==> src/rtl/rstwake_pkg.sv <==
package rstwake_pkg;

    typedef enum logic [2:0] {
        WS_SLEEP = 3'd0,
        WS_SIG   = 3'd1,
        WS_ID    = 3'd2,
        WS_DONE  = 3'd3,
        WS_AWAKE = 3'd4
    } wake_state_e;

    function automatic logic is_writing(input wake_state_e s);
        return (s == WS_SIG) || (s == WS_ID);
    endfunction

    function automatic logic is_up(input wake_state_e s);
        return (s == WS_DONE) || (s == WS_AWAKE);
    endfunction

endpackage

==> src/rtl/rstwake_pin_filter.sv <==
module rstwake_pin_filter #(
    parameter int SYNC_STAGES = 2,
    parameter int FILT_LEN    = 5
) (
    input  logic clk,
    input  logic pin_n,
    output logic hw_hold
);
    localparam int CW = $clog2(FILT_LEN + 1);
    localparam logic [CW-1:0] CMAX = CW'(FILT_LEN);

    logic [SYNC_STAGES-1:0] chain;
    logic                   pin_sync;
    logic [CW-1:0]          low_cnt;

    // Synchronizer: stage 0 samples the raw pin, later stages follow.
    generate
        for (genvar g = 0; g < SYNC_STAGES; g++) begin : g_sync
            if (g == 0) begin : g_first
                always_ff @(posedge clk) chain[0] <= pin_n;
            end else begin : g_next
                always_ff @(posedge clk) chain[g] <= chain[g-1];
            end
        end
    endgenerate

    assign pin_sync = chain[SYNC_STAGES-1];

    // Counts consecutive low samples, saturates at the filter length,
    // restarts as soon as the synchronised pin is high.
    always_ff @(posedge clk) begin
        if (pin_sync)
            low_cnt <= '0;
        else if (low_cnt != CMAX)
            low_cnt <= low_cnt + 1'b1;
    end

    assign hw_hold = (low_cnt == CMAX);

    // A high synchronised sample always cancels the hold on the next cycle.
    assert_glitch_reject_R1: assert property (@(posedge clk)
        pin_sync |=> !hw_hold);

endmodule

==> src/rtl/rstwake_rst_merge.sv <==
module rstwake_rst_merge #(
    parameter int DATA_W = 8,
    parameter int SW_BIT = 7
) (
    input  logic              clk,
    input  logic              hw_hold,
    input  logic              cfg_wr,
    input  logic [DATA_W-1:0] cfg_wdata,
    output logic              int_rst
);
    logic sw_q;

    // The software bit survives its own reset; only a pin reset clears it.
    always_ff @(posedge clk) begin
        if (hw_hold)
            sw_q <= 1'b0;
        else if (cfg_wr)
            sw_q <= cfg_wdata[SW_BIT];
    end

    always_ff @(posedge clk) int_rst <= hw_hold | sw_q;

    assert_sw_holds_R2: assert property (@(posedge clk)
        sw_q |=> int_rst);

    assert_hw_clears_sw_R3: assert property (@(posedge clk)
        hw_hold |=> (!sw_q && int_rst));

endmodule

==> src/rtl/rstwake_seq.sv <==
module rstwake_seq
    import rstwake_pkg::*;
#(
    parameter int              ADDR_W = 11,
    parameter int              DATA_W = 8,
    parameter logic [DATA_W-1:0] SIG  = DATA_W'(8'hD1)
) (
    input  logic              clk,
    input  logic              rst,
    input  logic              nid_wr,
    input  logic [DATA_W-1:0] nid_wdata,
    output logic              core_awake,
    output logic              tx_gate,
    output logic [ADDR_W-1:0] ram_addr,
    output logic [DATA_W-1:0] ram_wdata,
    output logic              ram_we,
    output logic              seq_busy,
    output logic              seq_done
);
    localparam logic [ADDR_W-1:0] SIG_ADDR = '0;
    localparam logic [ADDR_W-1:0] ID_ADDR  = ADDR_W'(1);

    wake_state_e       state, state_nx;
    logic [DATA_W-1:0] id_q;
    logic              wake_req;

    assign wake_req = nid_wr && (nid_wdata != '0);

    // Next-state logic.
    always_comb begin
        state_nx = state;
        unique case (state)
            WS_SLEEP: if (wake_req) state_nx = WS_SIG;
            WS_SIG:   state_nx = WS_ID;
            WS_ID:    state_nx = WS_DONE;
            WS_DONE:  state_nx = WS_AWAKE;
            WS_AWAKE: state_nx = WS_AWAKE;
            default:  state_nx = WS_SLEEP;
        endcase
    end

    // State register.
    always_ff @(posedge clk) begin
        if (rst)
            state <= WS_SLEEP;
        else
            state <= state_nx;
    end

    // The identifier is latched only at the moment of wake-up.
    always_ff @(posedge clk) begin
        if (rst)
            id_q <= '0;
        else if (state == WS_SLEEP && wake_req)
            id_q <= nid_wdata;
    end

    // Output decode.
    always_comb begin
        ram_we     = 1'b0;
        ram_addr   = SIG_ADDR;
        ram_wdata  = '0;
        seq_busy   = 1'b0;
        seq_done   = 1'b0;
        core_awake = 1'b0;
        unique case (state)
            WS_SLEEP: ;
            WS_SIG: begin
                ram_we    = 1'b1;
                ram_addr  = SIG_ADDR;
                ram_wdata = SIG;
                seq_busy  = 1'b1;
            end
            WS_ID: begin
                ram_we    = 1'b1;
                ram_addr  = ID_ADDR;
                ram_wdata = id_q;
                seq_busy  = 1'b1;
            end
            WS_DONE: begin
                seq_done   = 1'b1;
                core_awake = 1'b1;
            end
            WS_AWAKE: core_awake = 1'b1;
            default: ;
        endcase
        tx_gate = core_awake && !rst;
    end

    assert_rst_sleeps_R4: assert property (@(posedge clk)
        rst |=> (state == WS_SLEEP && !ram_we && !core_awake));

    assert_zero_id_sleeps_R6: assert property (@(posedge clk) disable iff (rst)
        (state == WS_SLEEP && nid_wr && nid_wdata == '0) |=> state == WS_SLEEP);

    assert_second_write_R5: assert property (@(posedge clk) disable iff (rst)
        (ram_we && ram_addr == SIG_ADDR) |=>
            (ram_we && ram_addr == ID_ADDR && ram_wdata == id_q));

    assert_done_after_id_R7: assert property (@(posedge clk) disable iff (rst)
        (ram_we && ram_addr == ID_ADDR) |=> (seq_done && core_awake));

    assert_id_frozen_R8: assert property (@(posedge clk) disable iff (rst)
        (state != WS_SLEEP) |=> $stable(id_q));

    assert_flags_exclusive_R7: assert property (@(posedge clk) disable iff (rst)
        $onehot0({seq_busy, seq_done}));

endmodule

==> src/rtl/rstwake_top.sv <==
module rstwake_top #(
    parameter int                ADDR_W      = 11,
    parameter int                DATA_W      = 8,
    parameter int                SYNC_STAGES = 2,
    parameter int                FILT_LEN    = 5,
    parameter int                SW_BIT      = 7,
    parameter logic [DATA_W-1:0] SIG         = DATA_W'(8'hD1)
) (
    input  logic              clk,
    input  logic              rst_pin_n,
    input  logic              cfg_wr,
    input  logic [DATA_W-1:0] cfg_wdata,
    input  logic              nid_wr,
    input  logic [DATA_W-1:0] nid_wdata,
    output logic              int_rst,
    output logic              core_awake,
    output logic              tx_gate,
    output logic [ADDR_W-1:0] ram_addr,
    output logic [DATA_W-1:0] ram_wdata,
    output logic              ram_we,
    output logic              seq_busy,
    output logic              seq_done
);
    logic hw_hold;

    rstwake_pin_filter #(
        .SYNC_STAGES(SYNC_STAGES),
        .FILT_LEN   (FILT_LEN)
    ) u_filt (
        .clk    (clk),
        .pin_n  (rst_pin_n),
        .hw_hold(hw_hold)
    );

    rstwake_rst_merge #(
        .DATA_W(DATA_W),
        .SW_BIT(SW_BIT)
    ) u_merge (
        .clk      (clk),
        .hw_hold  (hw_hold),
        .cfg_wr   (cfg_wr),
        .cfg_wdata(cfg_wdata),
        .int_rst  (int_rst)
    );

    rstwake_seq #(
        .ADDR_W(ADDR_W),
        .DATA_W(DATA_W),
        .SIG   (SIG)
    ) u_seq (
        .clk       (clk),
        .rst       (int_rst),
        .nid_wr    (nid_wr),
        .nid_wdata (nid_wdata),
        .core_awake(core_awake),
        .tx_gate   (tx_gate),
        .ram_addr  (ram_addr),
        .ram_wdata (ram_wdata),
        .ram_we    (ram_we),
        .seq_busy  (seq_busy),
        .seq_done  (seq_done)
    );

    assert_tx_closed_R4: assert property (@(posedge clk)
        int_rst |-> !tx_gate);

endmodule

==> config.mk <==
export PLATFORM = sky130hd
export DESIGN_NAME = rstwake_top
export DESIGN_NICKNAME = d
export VERILOG_FILES = /design/src/rtl/rstwake_pkg.sv /design/src/rtl/rstwake_pin_filter.sv /design/src/rtl/rstwake_rst_merge.sv /design/src/rtl/rstwake_seq.sv /design/src/rtl/rstwake_top.sv
export SDC_FILE = /design/constraint.sdc
export NUM_CORES = 1
export LEC_CHECK = 0
export BUFFER_PORTS_ARGS = -buffer_cell sky130_fd_sc_hd__buf_2
export CAP_MARGIN = 20
export CORE_AREA = 3 3 49 51
export DETAILED_ROUTE_END_ITERATION = 6
export DIE_AREA = 0 0 52 54
export PLACE_DENSITY = 0.83
export SYNTH_ARGS = -nofsm -noshare
export SYNTH_HDL_FRONTEND = slang
export SYNTH_HIERARCHICAL = 1
export SYNTH_SLANG_ARGS = --single-unit
export TNS_END_PERCENT = 20
==> constraint.sdc <==
create_clock -name clk -period 4 [get_ports clk]
set_input_delay 0.4 -clock clk [delete_from_list [all_inputs] [get_ports clk]]
set_output_delay 0.4 -clock clk [all_outputs]
set_load 0.005 [all_outputs]
==> impl_metrics.yaml <==
global_routing:
  grt_pass1_vias: 664
  grt_overflow: 0
  grt_pass1_wl_mm: 2.59
  antenna_found_initial: 0
  grtUsageTotal_pct: 12.8
  grt_max_degree: 22
placed_design:
  gp_congestion: 0.708
  io_buffers: 27
  dp_hpwl_mm: 1.34
  placed_cells: 151
logic_synthesis:
  yosysWarnings: 6
  synth_ff_type: "dfxtp_1"
  synth-seq-cells: 18
  syn_inst: 102
  yosysSeqAreaShare_pct: 38.1
  synth_edf_count: 0
  synth_most_common_cell: "dfxtp_1"
  yosysTopAreaCellShare_pct: 38.1
  yosysUniqueCellTypes: 30
  netlist_area_um2: 945
  async_flop_share_pct: 0
  syn_area_per_cell_um2: 9.26
  synth_top_area_cell: "dfxtp_1"
  synth_area_leaders: "dfxtp_1 38%, nand2b_1 9.9%, buf_4 8.7%, mux2i_1 7.4%, a21oi_1 3.2%"
  yosys-top-cells-count: "18 x dfxtp_1, 15 x nand2b_1, 11 x buf_4"
floorplanning:
  core_um2: 1980
  die_area_um2: 2810
  die_h_um: 54
  ios: 45
  rows: 16
  start_util_pct: 47.7
  die_w_um: 52
sta:
  fmax_mhz: 520
  worst_pin_slew_ns: 0.592
  setup_violations: 0
  setup_tns_ns: 0
  relSlewSlack_pct: 60.2
  hold_viol: 0
  slew_viol_final: 0
  fin_crit_sh_pct: 48.1
  rsz0062_at_grt: "false"
  period_minus_slack_ns: 1.92
  skew_ns: 0.00198
clock_tree:
  cts_max_level: 1
  root_buffer: "clkbuf_4"
  tritoncts: "done"
  ctsHoldBuffers: 0
  clkSinkCount: 18
  cts.path.max_buffers: 2
  cts_setup_buffers: 0
  postCtsResizedCells: 0
  numCtsBuffers: 3
  clkLatencyLatePin_ns: 0.29
  clk_pin_slew_ns: 0.10
detailed_routing:
  routedWlPerCell_um: 11.0
  ant_nets: 0
  vias_per_cell: 4.77
  drtIter0Drc: 13
  firstDrtPassIters: 4
  wirelength_mm: 1.70
  num_vias: 739
  drc: 0
finish:
  ff_latch_area_um2: 360
  fin_util_pct: 54.6
  final_net_count: 151
  drive_gt1_share_pct: 28.9
  fin_cells: 155
  area_delta_synth_final_pct: 14.6
  fillers: 181
  multi_input_area_um2: 513
  antenna_cells: 0
worst_setup_path:
  crit_arrival_ns: 1.52
  worstSetupStartpointType: "flop"
  cp_top_family: "flip-flops"
  path_class: "flop to output port"
  worst_r2r_path_depth: 3
  max_stage_delay_ns: 0.52
  crit_fanout: 10
  critPathBufInv: 1
  worst_path_max_delay_cell: "dfxtp_1"
  worstSetupEndpointType: "output port"
  path_cells: "and3b_2 -> a21o_2 -> nor2b_1 -> buf_2"
  critPathRequiredTime_ns: 3.60
  path_depth: 4
run_status:
  status: "finished, final reports clean"
pwr:
  power_density_nw_per_um2: 428
  vdd_drop_max_mv: 0.205
  p_leak_nw: 0.515
min_path:
  hold_path_class: "input pin to flop"
  min_path_cells: 1
flow_run:
  max_cap_viol_count: 0
## metal layers
layer	GRT usage [%]	vias to the layer above	wire [um]
met4	8.73	0	26
met2	23.4	25	824
met5	0	-	0
met3	4.16	4	141
li1	-	376	-
met1	12.2	334	706
## path summary, 6_finish.rpt
check                              startpoint  slack [ns]                    endpoint
setup reg to reg  u_seq/state[2]$_SDFFE_PP0P_        2.43  u_seq/id_q[4]$_SDFFE_PP0P_
setup / recovery  u_seq/state[2]$_SDFFE_PP0P_        2.08                     tx_gate
hold reg to reg       u_filt/chain[0]$_DFF_P_        0.34     u_filt/pin_sync$_DFF_P_
hold / removal                      rst_pin_n        0.20     u_filt/chain[0]$_DFF_P_
## stage by stage
stage / worst slack (ns) / power, mW / cell area [um2] / hold WS [ns]
4_1_cts: 2.08 / 0.471 / 1080 / 0.190
5_1_grt: 2.00 / 0.496 / 1080 / 0.195
3_5_place_dp: 2.38 / 0.359 / 1050 / 0.318
3_3_place_gp: 2.42 / 0.353 / 1050 / 0.312
2_1_floorplan: 2.56 / 0.326 / 978 / 0.310
6_report: 2.08 / 0.463 / 1080 / 0.205
## sequential cells by signal (all words and copies together) (netlist names)
register         cells
u_merge/sw_q         1
u_seq/state          3
u_merge/int_rst      1
u_filt/low_cnt       3
u_seq/id_q           8
u_filt/pin_sync      1
u_filt/chain         1
## layout make-up
type | count | share of cell area [%]
Tap cell | 27 | 3.12
Sequential cell | 18 | 33.3
Inverter | 1 | 0.347
Clock buffer | 4 | 3.35
Timing Repair Buffer | 27 | 12.5
Multi-Input combinational cell | 78 | 47.4
## power breakdown
part           internal [mW]  total (mW)  switching [mW]
sequential             0.205       0.229          0.0238
combinational         0.0667       0.125          0.0580
clock                 0.0555       0.110          0.0544
total                  0.327       0.463           0.136
## cells by family (layout without fill, tap and decap cells)
group	Yosys count	in the layout	share of synthesized area, %
AOI/OAI and AO/OA	15	15	11.5
other	1	10	0.397
DFF	18	18	38.1
adders and majority gates	2	2	2.65
and+or+nand+nor	44	44	28.7
muxes	7	7	7.42
buffers and inverters	15	32	11.1
## cell usage in the layout, fill, tap and decap left out
cell type / count
buf_2: 27
dfxtp_1: 18
nand2b_1: 15
conb_1: 10
mux2i_1: 7
a21oi_1: 6
nor2_1: 4
and2_1: 4
nor2b_1: 4
nand2_1: 4
clkbuf_4: 3
a21boi_0: 2
a21o_2: 2
nor3_1: 2
ha_1: 2
nor4_1: 2
nor3b_1: 2
o21bai_1: 2
clkbuf_8: 1
inv_1: 1
and2_4: 1
a211oi_1: 1
nand3_1: 1
and3b_1: 1
or2_1: 1
and3b_2: 1
or4b_4: 1
a21oi_4: 1
o21a_1: 1
or2b_1: 1
## worst register-to-register path, delay by kind of cell (launching register included)
family	cells	cell delay, ns
AO/OA/AOI/OAI	1	0.31
flip-flops	1	0.41
multiplexers	1	0.23
AND/OR/NAND/NOR	1	0.55
(Power assumes the default switching activity.)
